==> src/rtl/pfu_pkg.sv <==
package pfu_pkg;
  // log2 of the code width for a depth select; values past 16-bit clamp to 16
  function automatic logic [2:0] depth_lg(input logic [2:0] sel);
    case (sel)
      3'd0:    return 3'd0;
      3'd1:    return 3'd1;
      3'd2:    return 3'd2;
      3'd3:    return 3'd3;
      default: return 3'd4;
    endcase
  endfunction
endpackage

==> src/rtl/pfu_word_fifo.sv <==
module pfu_word_fifo #(
  parameter int WORD_W = 32,
  parameter int DEPTH  = 16,
  localparam int AW    = $clog2(DEPTH),
  localparam int CNT_W = $clog2(DEPTH + 1)
) (
  input  logic              clk,
  input  logic              rst_n,
  input  logic              flush,
  input  logic              push,
  input  logic [WORD_W-1:0] din,
  input  logic              pop,
  output logic [WORD_W-1:0] head,
  output logic [CNT_W-1:0]  count
);
  logic [WORD_W-1:0] mem [DEPTH];
  logic [AW-1:0]     wr_ptr, rd_ptr;

  for (genvar g = 0; g < DEPTH; g++) begin : g_entry
    always_ff @(posedge clk) begin
      if (push && wr_ptr == AW'(g)) mem[g] <= din;
    end
  end

  assign head = mem[rd_ptr];

  always_ff @(posedge clk) begin
    if (!rst_n || flush) begin
      wr_ptr <= '0;
      rd_ptr <= '0;
      count  <= '0;
    end else begin
      if (push) wr_ptr <= wr_ptr + 1'b1;
      if (pop)  rd_ptr <= rd_ptr + 1'b1;
      count <= count + CNT_W'(push) - CNT_W'(pop);
    end
  end

  assert_no_overflow_R3: assert property (@(posedge clk) disable iff (!rst_n)
    push |-> (count < CNT_W'(DEPTH)) || pop);
  assert_no_underflow_R5: assert property (@(posedge clk) disable iff (!rst_n)
    pop |-> count != '0);
  assert_flush_empties_R9: assert property (@(posedge clk) disable iff (!rst_n)
    flush |=> count == '0);
endmodule

==> src/rtl/pfu_refill.sv <==
module pfu_refill #(
  parameter int DEPTH  = 16,
  parameter int BURST  = 4,
  localparam int CNT_W = $clog2(DEPTH + 1)
) (
  input  logic             enable,
  input  logic [CNT_W-1:0] count,
  output logic             fill_req,
  output logic             in_ready
);
  logic [CNT_W-1:0] free_slots;

  always_comb begin
    free_slots = CNT_W'(DEPTH) - count;
    fill_req   = enable && (free_slots >= CNT_W'(BURST));
    in_ready   = enable && (count != CNT_W'(DEPTH));
  end
endmodule

==> src/rtl/pfu_unpack.sv <==
module pfu_unpack #(
  parameter int WORD_W = 32,
  parameter int CODE_W = 16,
  localparam int POS_W = $clog2(WORD_W)
) (
  input  logic              clk,
  input  logic              rst_n,
  input  logic              enable,
  input  logic [2:0]        depth_sel,
  input  logic [WORD_W-1:0] head,
  input  logic              head_ok,
  input  logic              pix_en,
  input  logic              underrun_clr,
  output logic              pop,
  output logic              pix_valid,
  output logic [CODE_W-1:0] pix_code,
  output logic              underrun
);
  logic [2:0]        lg;
  logic [POS_W-1:0]  pos, last_pos, sh;
  logic [POS_W:0]    width;
  logic [WORD_W-1:0] shifted, mask;
  logic              step, take;

  always_comb begin
    lg       = pfu_pkg::depth_lg(depth_sel);
    width    = (POS_W+1)'(1) << lg;
    last_pos = POS_W'((WORD_W >> lg) - 1);
    sh       = pos << lg;
    shifted  = head >> sh;
    mask     = ~({WORD_W{1'b1}} << width);
    step     = pix_en && enable;
    take     = step && head_ok;
    pop      = take && (pos >= last_pos);
  end

  always_ff @(posedge clk) begin
    if (!rst_n) begin
      pos       <= '0;
      pix_valid <= 1'b0;
      pix_code  <= '0;
      underrun  <= 1'b0;
    end else begin
      pix_valid <= step;
      if (!enable)   pos <= '0;
      else if (pop)  pos <= '0;
      else if (take) pos <= pos + 1'b1;
      if (take) pix_code <= CODE_W'(shifted & mask);
      if (step && !head_ok) underrun <= 1'b1;
      else if (underrun_clr) underrun <= 1'b0;
    end
  end

  assert_pos_home_R9: assert property (@(posedge clk) disable iff (!rst_n)
    !enable |=> pos == '0);
  assert_strobe_R6: assert property (@(posedge clk) disable iff (!rst_n)
    (pix_en && enable) |=> pix_valid);
  assert_hold_code_R7: assert property (@(posedge clk) disable iff (!rst_n)
    (pix_en && enable && !head_ok) |=> $stable(pix_code) && underrun);
  assert_sticky_R8: assert property (@(posedge clk) disable iff (!rst_n)
    (underrun && !underrun_clr) |=> underrun);
endmodule

==> src/rtl/pix_word_unpacker.sv <==
module pix_word_unpacker #(
  parameter int WORD_W = 32,
  parameter int CODE_W = 16,
  parameter int DEPTH  = 16,
  parameter int BURST  = 4,
  localparam int CNT_W = $clog2(DEPTH + 1)
) (
  input  logic              clk,
  input  logic              rst_n,
  input  logic              enable,
  input  logic [2:0]        depth_sel,
  input  logic              in_valid,
  output logic              in_ready,
  input  logic [WORD_W-1:0] in_data,
  output logic              fill_req,
  input  logic              pix_en,
  input  logic              underrun_clr,
  output logic              pix_valid,
  output logic [CODE_W-1:0] pix_code,
  output logic              underrun
);
  logic [CNT_W-1:0]  count;
  logic [WORD_W-1:0] head;
  logic              push, pop, head_ok;

  assign push    = in_valid && in_ready;
  assign head_ok = count != '0;

  pfu_word_fifo #(.WORD_W(WORD_W), .DEPTH(DEPTH)) u_fifo (
    .clk(clk), .rst_n(rst_n), .flush(!enable), .push(push), .din(in_data),
    .pop(pop), .head(head), .count(count));

  pfu_refill #(.DEPTH(DEPTH), .BURST(BURST)) u_refill (
    .enable(enable), .count(count), .fill_req(fill_req), .in_ready(in_ready));

  pfu_unpack #(.WORD_W(WORD_W), .CODE_W(CODE_W)) u_unpack (
    .clk(clk), .rst_n(rst_n), .enable(enable), .depth_sel(depth_sel),
    .head(head), .head_ok(head_ok), .pix_en(pix_en),
    .underrun_clr(underrun_clr), .pop(pop), .pix_valid(pix_valid),
    .pix_code(pix_code), .underrun(underrun));

  assert_req_has_room_R2: assert property (@(posedge clk) disable iff (!rst_n)
    fill_req |-> in_ready);
  assert_off_quiet_R1: assert property (@(posedge clk) disable iff (!rst_n)
    !enable |-> !in_ready && !fill_req);
endmodule

==> config.mk <==
export PLATFORM = sky130hd
export DESIGN_NAME = pix_word_unpacker
export DESIGN_NICKNAME = d
export VERILOG_FILES = /design/src/rtl/pfu_pkg.sv /design/src/rtl/pfu_word_fifo.sv /design/src/rtl/pfu_refill.sv /design/src/rtl/pfu_unpack.sv /design/src/rtl/pix_word_unpacker.sv
export SDC_FILE = /design/constraint.sdc
export NUM_CORES = 1
export LEC_CHECK = 0
export ABC_AREA = 1
export BUFFER_PORTS_ARGS = -buffer_cell sky130_fd_sc_hd__buf_2
export CAP_MARGIN = 30
export CORE_MARGIN = 3
export CORE_UTILIZATION = 40
export CTS_CLUSTER_SIZE = 16
export DETAILED_ROUTE_END_ITERATION = 10
export GPL_TIMING_DRIVEN = 1
export SLEW_MARGIN = 20
export SYNTH_ARGS = -nofsm -noshare
export SYNTH_HDL_FRONTEND = slang
export SYNTH_SLANG_ARGS = --single-unit
==> constraint.sdc <==
create_clock -name clk -period 5.9 [get_ports clk]
set_input_delay 0 -clock clk [delete_from_list [all_inputs] [get_ports clk]]
set_output_delay 0 -clock clk [all_outputs]
set_load 0.1 [all_outputs]
==> results of run 1 <==
==> critical path: cells and delay by family, from the launching register on <==
kind,cells,cell delay [ns]
flops,1,0.57
compound gates,1,0.13
simple gates,10,1.34
buf+inv,3,1.29
==> through the flow <==
stage	total power, mW	instances	instance area (µm²)	hold WS (ns)	setup slack [ns]
floorplan	4.53	2481	24600	0.0989	1.25
global route	8.17	3377	28000	0.0975	2.14
global placement	4.64	3225	25700	0.207	2.30
CTS	8.00	3376	27900	0.0378	2.44
finish	7.94	3377	28000	0.0819	2.40
detailed placement	4.64	3230	25800	0.217	2.45
==> layer usage <==
metal	up-vias	routed length, µm	part of all wire	global-route usage
met1	8577	30700	0.44	0.305
met3	117	4350	0.063	0.0304
met5	-	0	0	0
met2	605	32500	0.47	0.345
met4	0	1930	0.028	0.0641
li1	8467	-	-	-
==> flip-flops by register name, summed over array words and instances (netlist names), named ones only <==
register	cells
u_fifo.count	5
u_fifo.mem	512
u_fifo.rd_ptr	4
u_fifo.wr_ptr	4
u_unpack.pix_code	16
u_unpack.pix_valid	1
u_unpack.pos	5
u_unpack.underrun	1
==> power breakdown <==
group          switching, mW  internal, mW
clock network           1.46          1.89
logic                  0.206        0.0810
registers            0.00721          4.29
==> path summary, 6_finish.rpt <==
check | from | endpoint | cells past startpoint
max | flip-flop | u_unpack.pix_code[4] | 14
min | depth_sel[0] | u_unpack.pix_code[1] | 7
max reg2reg | flip-flop | u_unpack.pix_code[4] | 14
min reg2reg | u_unpack.pix_code[8] | u_unpack.pix_code[8] | 2
==> area by class of cell <==
| cell class | instances | area (µm²) |
|---|---|---|
| flip-flops and latches | 552 | 16200 |
| clock buffers | 76 | 1530 |
| clock inverters | 29 | 180 |
| inverters | 226 | 857 |
| well taps | 782 | 978 |
| multi-input cells | 1572 | 7110 |
| fillers | 5537 | 32600 |
| repair buffers | 140 | 1130 |
==> logic make-up (layout without fill, tap and decap cells) <==
| kind of cell | Yosys count | after routing |
|---|---|---|
| other cells | 1 | 1 |
| compound gates | 122 | 122 |
| flops | 552 | 552 |
| fa+ha+maj | 21 | 21 |
| simple gates | 1425 | 1425 |
| buf+inv | 357 | 471 |
| xor+xnor | 3 | 3 |
==> cell usage after synthesis <==
master | number | area, µm²
a21oi_1 | 36 | 180
a221oi_1 | 1 | 8.76
a31oi_1 | 1 | 6.26
a32oi_4 | 1 | 27.5
a41oi_1 | 1 | 8.76
buf_1 | 14 | 52.6
buf_2 | 76 | 380
buf_4 | 8 | 60.1
clkbuf_1 | 33 | 124
clkinv_1 | 1 | 3.75
conb_1 | 1 | 3.75
dfxtp_1 | 40 | 801
edfxtp_1 | 512 | 15400
fa_1 | 1 | 20.0
ha_1 | 20 | 250
inv_1 | 217 | 815
inv_2 | 8 | 30.0
nand2_1 | 812 | 3050
nand2_2 | 1 | 6.26
nand3_1 | 475 | 2380
nand4_1 | 3 | 18.8
nor2_1 | 120 | 450
nor2_2 | 1 | 6.26
nor2_4 | 1 | 11.3
nor3_1 | 6 | 30.0
nor3b_1 | 2 | 15.0
nor4_1 | 1 | 6.26
o211ai_1 | 14 | 105
o21a_1 | 3 | 22.5
o21ai_0 | 51 | 255
o21ai_1 | 9 | 45.0
o22ai_1 | 5 | 31.3
or2_2 | 3 | 18.8
xor2_1 | 3 | 26.3
==> summary.txt, run 1 <==
Clocking
  • Total CTS buffers: 57
  • CTS H-tree depth: 2
  • Clk sink count: between 500 and 600
  • Setup Buffers After CTS: 0
  • Clock root cell: clkbuf_16
  • Clock transition at path regs: 0.06 ns
  • Clk_lat worst skew: 0.62 ns
  • TritonCTS clock tree: done
  • Bufs on Longest Clock Path: 3
  • Cts repair resizes: 0
  • Cts hold-fix bufs: 41

Power
  • Worst vdd ir: 0.212 mV
  • Power density over cell area: about 280 mW/mm²
  • Pleak: around 11 nW

Timing
  • Hold Violations, Final: 0
  • Slew @ Worst Pin: 0.997 ns
  • Max frequency: 0.286 GHz
  • Fin Setup TNS: 0 ns
  • Final setup vio count: 0
  • Final Max Slew Viols: 0
  • Final min period: ~3.5 ns
  • Tcrit/Tclk final: 0.593
  • Worst Skew: 0.0293 ns
  • RSZ-0062 raised after global routing: false
  • Max-slew headroom: 0.334

GRT
  • Vias in the first global route: 16800
  • Antenna violations before repair: 2
  • GRT overflow: 0
  • Largest net degree at the start of global routing: 174
  • First-pass GRT wire length: 105 mm
  • Total track usage: 0.215

Finish
  • Layout Utilization: 0.462
  • Share of cells above drive strength 1: 0.0794
  • Most frequent cells in the layout: nand2_1 (812), edfxtp_1 (512), nand3_1 (475)
  • Area Overhead vs Synth: 13.6%
  • Nets: roughly 2600
  • Number of diodes: 0
  • Most common cell after layout, fill and taps aside: nand2_1

Detailed routing
  • DRC Markers: 0
  • Vias: 17800
  • Final antenna-violating net count: 0
  • Final WL: slightly below 70 mm
  • Initial DRC Count: about 1800
  • Drt pass-1 iters: 5
  • Vias per cell: 5.26
  • Routed length per instance: 20.6 µm

Job
  • Max cap viols: 0

Worst setup path
  • Startpoint Class: flip-flop
  • Worst setup EP type: flip-flop
  • Crit-path max FO: 77
  • Worst EP required: 6.44 ns
  • Crit-path max cell delay: between 0.8 and 0.9 ns
  • Most frequent cell on the critical path: nand3_1
  • Worst R2R Setup Slack: 2.40 ns
  • Critical path class: reg2reg
  • Slowest cell on crit path: inv_4
  • CP cell instances: inv_4, buf_12, nand3_1, nand3_1, nand3_1, nand3_1, nand3_1, nand3_1, nand3_1, nand2_1, inv_1, nand2_1, nand2_1, a21oi_1
  • WP data arrival: 4.04 ns

Synthesis
  • Syn Inst Count: around 2500
  • YS warnings: 0
  • Netlist cell types: 34
  • Post-Synth Simple-Gate Area: 0.243
  • Syn Nets: 2543
  • Seq cells post-synth: roughly 550
  • Synth Area in Compound Gates: 0.0281
  • Largest family of logic cells by synthesized area: simple AND/OR/NAND/NOR gates
  • Post-synthesis cell area: between 0.02 and 0.025 mm²
  • Mux share of post-synthesis cell area: 0
  • Synthesized area per cell: a little under 10 µm²
  • Area share of fa/ha/maj cells after synthesis: 0.0110
  • Post-Synth XOR/XNOR Area: 0.00107
  • Sequential share of the synthesized area: 0.657

Placement
  • Post-DP HPWL: between 30 and 40 mm
  • Placer Congestion: 0.903
  • PortBufs: 60

Die
  • IO Pins: 61
  • Die Wd: 254 µm
  • Core area: 0.0606 mm²
  • Initial Util: 0.406
  • Row count: 90
  • Full die area: roughly 0.065 mm²
  • Die height: 254 µm

Worst hold path
  • Worst min path class: in2reg

Outcome
  • Status: completed
(Power assumes the default switching activity.)
==> run 2, diff against run 1 <==
- ABC_AREA: 1 -> 0
- clock period: 5.9 -> 3.6 ns (I/O delays scaled with it)
==> summary.txt, run 2 <==
Detailed routing
  • Vias per cell: 5.78
  • Vias: roughly 14000
  • Routed length per instance: between 20 and 30 µm
  • DRC Markers: 0
  • Drt pass-1 iters: 5
  • Initial DRC Count: 1183
  • Final antenna-violating net count: 0
  • Final WL: slightly above 60 mm

Synthesis
  • Post-Synth XOR/XNOR Area: 0.00482
  • Leading area contributor after synthesis: edfxtp_1
  • Post-synth top cells: edfxtp_1 (512), mux2i_1 (98), mux4_2 (90), nand2_1 (75), nor2_1 (74)
  • Area share of fa/ha/maj cells after synthesis: 0.0114
  • Syn Nets: ~1400
  • Mux share of post-synthesis cell area: 0.145
  • Post-synth EDFFs: 512
  • Seq cells post-synth: 552
  • Synth Flop Type: edfxtp_1
  • Synthesized area per cell: ~17 µm²
  • Sequential share of the synthesized area: 0.685
  • Most numerous cell in the Yosys netlist: edfxtp_1
  • Largest family of logic cells by synthesized area: multiplexers
  • Post-synth top area share: 0.651
  • Post-synthesis cell area: 0.0236 mm²
  • Syn Inst Count: around 1400
  • Post-Synth Simple-Gate Area: 0.0509
  • Synth Area in Compound Gates: 0.0717
  • Asr flop ratio synth: 0
  • Netlist cell types: a little under 90
  • Synth top area cells: edfxtp_1 (65%), mux4_2 (8.6%), mux2i_1 (4.2%)
  • YS warnings: 0

Finish
  • Register area: about 0.016 mm²
  • FILL cells: 4816
  • Most frequent cells in the layout: edfxtp_1 (512), mux2i_1 (98), mux4_2 (90)
  • Max reg flops: just over 500
  • Area Overhead vs Synth: 16.7%
  • Layout Utilization: 0.475
  • Nets: between 1500 and 2000
  • Finished Layout Cells: 2347
  • Share of cells above drive strength 1: 0.237
  • Top reg by flops: u_fifo.mem
  • Area occupied by multi-input gates: 0.00689 mm²
  • Most common cell after layout, fill and taps aside: edfxtp_1
  • Biggest regs: u_fifo.mem x512, u_unpack.pix_code x16

GRT
  • Vias in the first global route: 13700
  • Largest net degree at the start of global routing: 51
  • GRT overflow: 0
  • Antenna violations before repair: 3
  • Total track usage: 0.199
  • First-pass GRT wire length: ~92 mm

Worst setup path
  • Crit-path max FO: 26
  • WP data arrival: 4.01 ns
  • Worst setup EP type: flip-flop
  • Worst EP required: 4.09 ns
  • Startpoint Class: flip-flop
  • Critical path class: reg2reg

Clocking
  • Total CTS buffers: between 50 and 60
  • CTS H-tree depth: 2
  • Clock transition at path regs: 0.06 ns
  • Bufs on Longest Clock Path: 3
  • Clock root cell: clkbuf_16
  • Setup Buffers After CTS: 0
  • Clk_lat worst skew: 0.60 ns
  • TritonCTS clock tree: done
  • Clk sink count: 552

Die
  • Initial Util: 0.407
  • Full die area: 0.0620 mm²
  • IO Pins: 61
  • Die Wd: ~250 µm
  • Die height: 249 µm
  • Core area: around 0.058 mm²
  • Row count: 88

Outcome
  • Status: completed

Timing
  • Final setup vio count: 0
  • Tcrit/Tclk final: 0.979
  • Max-slew headroom: 0.324
  • Slew @ Worst Pin: 1.01 ns
  • Hold Violations, Final: 0
  • Final setup margin: 0.0757 ns
  • RSZ-0062 raised after global routing: false
  • Fin Setup TNS: 0 ns
  • Final min period: 3.52 ns
  • Final Max Slew Viols: 0
  • Worst Skew: 0.0123 ns
  • Max frequency: ~0.28 GHz

Placement
  • Post-DP HPWL: between 30 and 40 mm
  • Placer Congestion: between 0.9 and 1
  • # placed instances: roughly 2200
  • PortBufs: 60
  • Place WS: 0.121 ns

Power
  • Combinational share of power: 0.034
  • Power density over cell area: 476 mW/mm²
  • Int Power: about 10 mW
  • Psw: 2.63 mW
  • Pleak: roughly 8.8 nW
  • Clock group share of total power: 0.429
  • Sw Ratio: 0.200
  • Reg power frac: 0.537
  • Worst vdd ir: 0.364 mV
  • Power, Total: 13.1 mW

Job
  • Max cap viols: 0

Worst hold path
  • Worst min path class: in2reg
run 2: what timing repair did:
item,CTS,global route
gates resized for setup,0,3
endpoints found under the setup margin,0,5
endpoints found under the hold margin,526,0
hold buffers,40,0
run 2: routing by layer:
layer | track usage | part of all wire
met3 | 0.0305 | 0.060
met1 | 0.279 | 0.44
met2 | 0.325 | 0.48
met5 | 0 | 0.00011
met4 | 0.0535 | 0.020
run 2: cell type report:
type | count | area share
antenna | 2 | 0.000182
clock buffer | 71 | 0.0537
clock inverter | 26 | 0.0102
inverter | 17 | 0.00232
multi-input combinational | 723 | 0.250
sequential | 552 | 0.587
tap | 765 | 0.0347
timing repair buffer | 191 | 0.0616
run 2: worst paths after layout:
check,startpoint,to,slack [ns],cells after the start
hold / removal,depth_sel[1],u_unpack.pix_code[6],0.06,5
hold reg to reg,u_unpack.pix_code[15],u_unpack.pix_code[15],0.45,2
setup / recovery,flip-flop,u_unpack.pix_code[5],0.08,10
setup reg to reg,flip-flop,u_unpack.pix_code[5],0.08,10
run 2: metrics by stage:
| step | area (µm²) | hold slack [ns] |
|---|---|---|
| 5_1_grt | 27600 | 0.0563 |
| 6_report | 27600 | 0.0586 |
| 4_1_cts | 27500 | 0.0145 |
| 3_3_place_gp | 25400 | 0.259 |
| 3_5_place_dp | 25400 | 0.267 |
| 2_1_floorplan | 23700 | 0.0989 |
run 2: power groups by stage:
stage | clock [mW] | combinational [mW] | sequential [mW]
after floorplan | 0 | 0.185 | 7.20
final | 5.62 | 0.447 | 7.04
after global placement | 0 | 0.399 | 7.17
after global routing | 5.99 | 0.479 | 7.04
after detailed placement | 0 | 0.407 | 7.17
after CTS | 5.73 | 0.444 | 7.04
run 2: logic make-up after synthesis:
family / Yosys count
fa+ha+maj: 21
buf+inv: 101
compound gates: 225
mux: 207
flops: 552
simple gates: 256
other cells: 1
xor+xnor: 13
run 2: worst max-delay path, cell delays in order (launching register included):
cell	delay (ns)
dfxtp_4	0.50
buf_12	0.25
buf_4	0.20
mux2i_1	0.37
a22oi_1	0.24
a211oi_2	0.35
nor2_1	0.14
o21ai_1	0.35
nor3_1	0.13
or4_1	0.55
a32o_1	0.29
==> run 3, diff against run 2 <==
- BUFFER_PORTS_ARGS: -buffer_cell sky130_fd_sc_hd__buf_2 -> unset
- DONT_BUFFER_PORTS: unset -> 1
==> summary.txt, run 3 (same netlist as run 2, synthesis figures left out) <==
Outcome
  • Status: completed

Worst setup path
  • Crit. Startpoint: u_unpack.pos[0]
  • WP depth: 16
  • Most frequent cell on the critical path: a21o_1
  • Critical path endpoint: u_fifo.count[4]
  • Slowest cell on crit path: fa_1
  • Crit-path max FO: 4
  • Worst EP required: 4.13 ns
  • Crit Reg-Reg Startpoint: u_unpack.pos[0]
  • Worst setup EP type: flip-flop
  • WP data arrival: 3.90 ns
  • Critical path class: reg2reg
  • Startpoint Class: flip-flop
  • Crit-path max cell delay: 0.40 ns
  • CP bufs+invs: 2
  • Worst R2R Setup Slack: about 0.23 ns
  • CP cell instances: inv_1, ha_1, nand2b_1, a21o_1, a21o_1, a21o_1, a21o_1, and2_0, ha_1, inv_1, ha_1, fa_1, a21oi_1, nor2_1, or3_1, a21oi_1
  • Worst flop-to-flop path endpoint: u_fifo.count[4]
  • Worst reg-to-reg path cell count: 16
  • CP delay by family, top: adder cells

Finish
  • Max reg flops: 512
  • Most common cell after layout, fill and taps aside: edfxtp_1
  • FILL cells: 4838
  • Area Overhead vs Synth: 16.0%
  • Share of cells above drive strength 1: 0.208
  • Top reg by flops: u_fifo.mem
  • Layout Utilization: 0.472
  • Biggest regs: u_fifo.mem x512, u_unpack.pix_code x16
  • Final instance area: 0.0274 mm²
  • Most frequent cells in the layout: edfxtp_1 (512), mux2i_1 (98), mux4_2 (90)
  • Nets: 1535

Detailed routing
  • Vias: 13200
  • Final WL: 60.1 mm
  • DRC Markers: 0
  • Routed length per instance: 26.3 µm
  • Vias per cell: 5.77
  • Initial DRC Count: around 1200
  • Drt pass-1 iters: 5
  • Final antenna-violating net count: 0

Die
  • Row count: 88
  • Core area: 0.0580 mm²
  • Die Wd: roughly 250 µm
  • Full die area: slightly above 0.06 mm²
  • Initial Util: 0.407
  • Die height: between 200 and 250 µm
  • IO Pins: 61

Clocking
  • Total CTS buffers: 56
  • Clock transition at path regs: around 0.06 ns
  • Cts repair resizes: 0
  • TritonCTS clock tree: done
  • CTS H-tree depth: 2
  • Clock root cell: clkbuf_16
  • Clk_lat worst skew: between 0.6 and 0.7 ns
  • Clk sink count: 552
  • Bufs on Longest Clock Path: 3
  • Setup Buffers After CTS: 0

Timing
  • RSZ-0062 raised after global routing: false
  • Fin Setup TNS: 0 ns
  • Final min period: 3.37 ns
  • Slew @ Worst Pin: ~1.0 ns
  • Worst Skew: 0.0200 ns
  • Final Max Slew Viols: 0
  • Max frequency: 0.297 GHz
  • Tcrit/Tclk final: 0.936
  • Hold Violations, Final: 0
  • Worst hold margin: 0.0594 ns
  • Final setup vio count: 0
  • Max-slew headroom: 0.309

GRT
  • First-pass GRT wire length: 89.2 mm
  • GRT overflow: 0
  • Total track usage: 0.193
  • Antenna violations before repair: 3
  • Largest net degree at the start of global routing: 38
  • Vias in the first global route: 13300

Job
  • Max cap viols: 0

Placement
  • Placer Congestion: 0.944
  • Placed cell areas: 0.0250 mm²
  • PortBufs: 0
  • Post-DP HPWL: 35.0 mm

Worst hold path
  • Worst min path class: in2reg

Power
  • Worst vdd ir: roughly 0.33 mV
  • Pleak: 8.61 nW
  • Power density over cell area: 496 mW/mm²
==> run 3: how the worst min path moves through the flow <==
| stage | slack [ns] | endpoint | depth (start not counted) | from |
|---|---|---|---|---|
| 2_1_floorplan | 0.1 | u_fifo.mem[0][0] | 0 | in_data[0] |
| 3_3_place_gp | 0.1 | u_fifo.mem[5][6] | 0 | in_data[6] |
| 3_5_place_dp | 0.1 | u_fifo.mem[5][6] | 0 | in_data[6] |
| 4_1_cts | 0.01 | u_unpack.pix_code[1] | 5 | depth_sel[0] |
| 5_1_grt | 0.08 | u_unpack.pix_code[1] | 5 | depth_sel[0] |
| 6_report | 0.06 | u_unpack.pix_code[1] | 5 | depth_sel[0] |
==> run 3: cell type report <==
class                      instances  area, µm²  share of cell area
inverter                          17       63.8             0.00233
tap                              765        957              0.0349
antenna                            2       5.00            0.000183
clock inverter                    37        480              0.0175
multi-input combinational        723       6880               0.251
timing repair buffer             123       1360              0.0496
clock buffer                      67       1460              0.0534
sequential                       552      16200               0.591
==> run 3: repair_timing <==
action                     CTS  global route
hold endpoints to repair   552             0
setup endpoints to repair    0             0
hold buffers                43             0
==> run 3: worst min-delay path: cells and delay by family <==
family                 cells  cell delay, ns
AND/OR/NAND/NOR            2            0.12
buffers and inverters      1            0.24
AO/OA/AOI/OAI              2            0.24
==> run 3: power by group <==
group / leakage (nW) / internal (mW) / switching (mW) / total (mW)
Sequential: 4.94 / 7.03 / 0.0328 / 7.06
Combinational: 2.73 / 0.132 / 0.257 / 0.389
Clock: 0.941 / 3.69 / 2.45 / 6.14
Total: 8.61 / 10.9 / 2.74 / 13.6
==> run 3: layer usage <==
layer | vias up | global-route usage | share of wire
li1 | 5777 | - | -
met4 | 4 | 0.0574 | 0.028
met2 | 502 | 0.306 | 0.47
met5 | - | 0 | 0.00035
met1 | 6795 | 0.270 | 0.43
met3 | 102 | 0.0386 | 0.072
==> run 3: per-stage QoR <==
| stage | worst slack [ns] | total power [mW] | instances |
|---|---|---|---|
| floorplan | 0.0188 | 7.39 | 1376 |
| global placement | 0.246 | 7.47 | 2132 |
| detailed placement | 0.246 | 7.48 | 2137 |
| CTS | 0.226 | 13.7 | 2284 |
| global route | 0.0251 | 14.0 | 2284 |
| finish | 0.230 | 13.6 | 2286 |
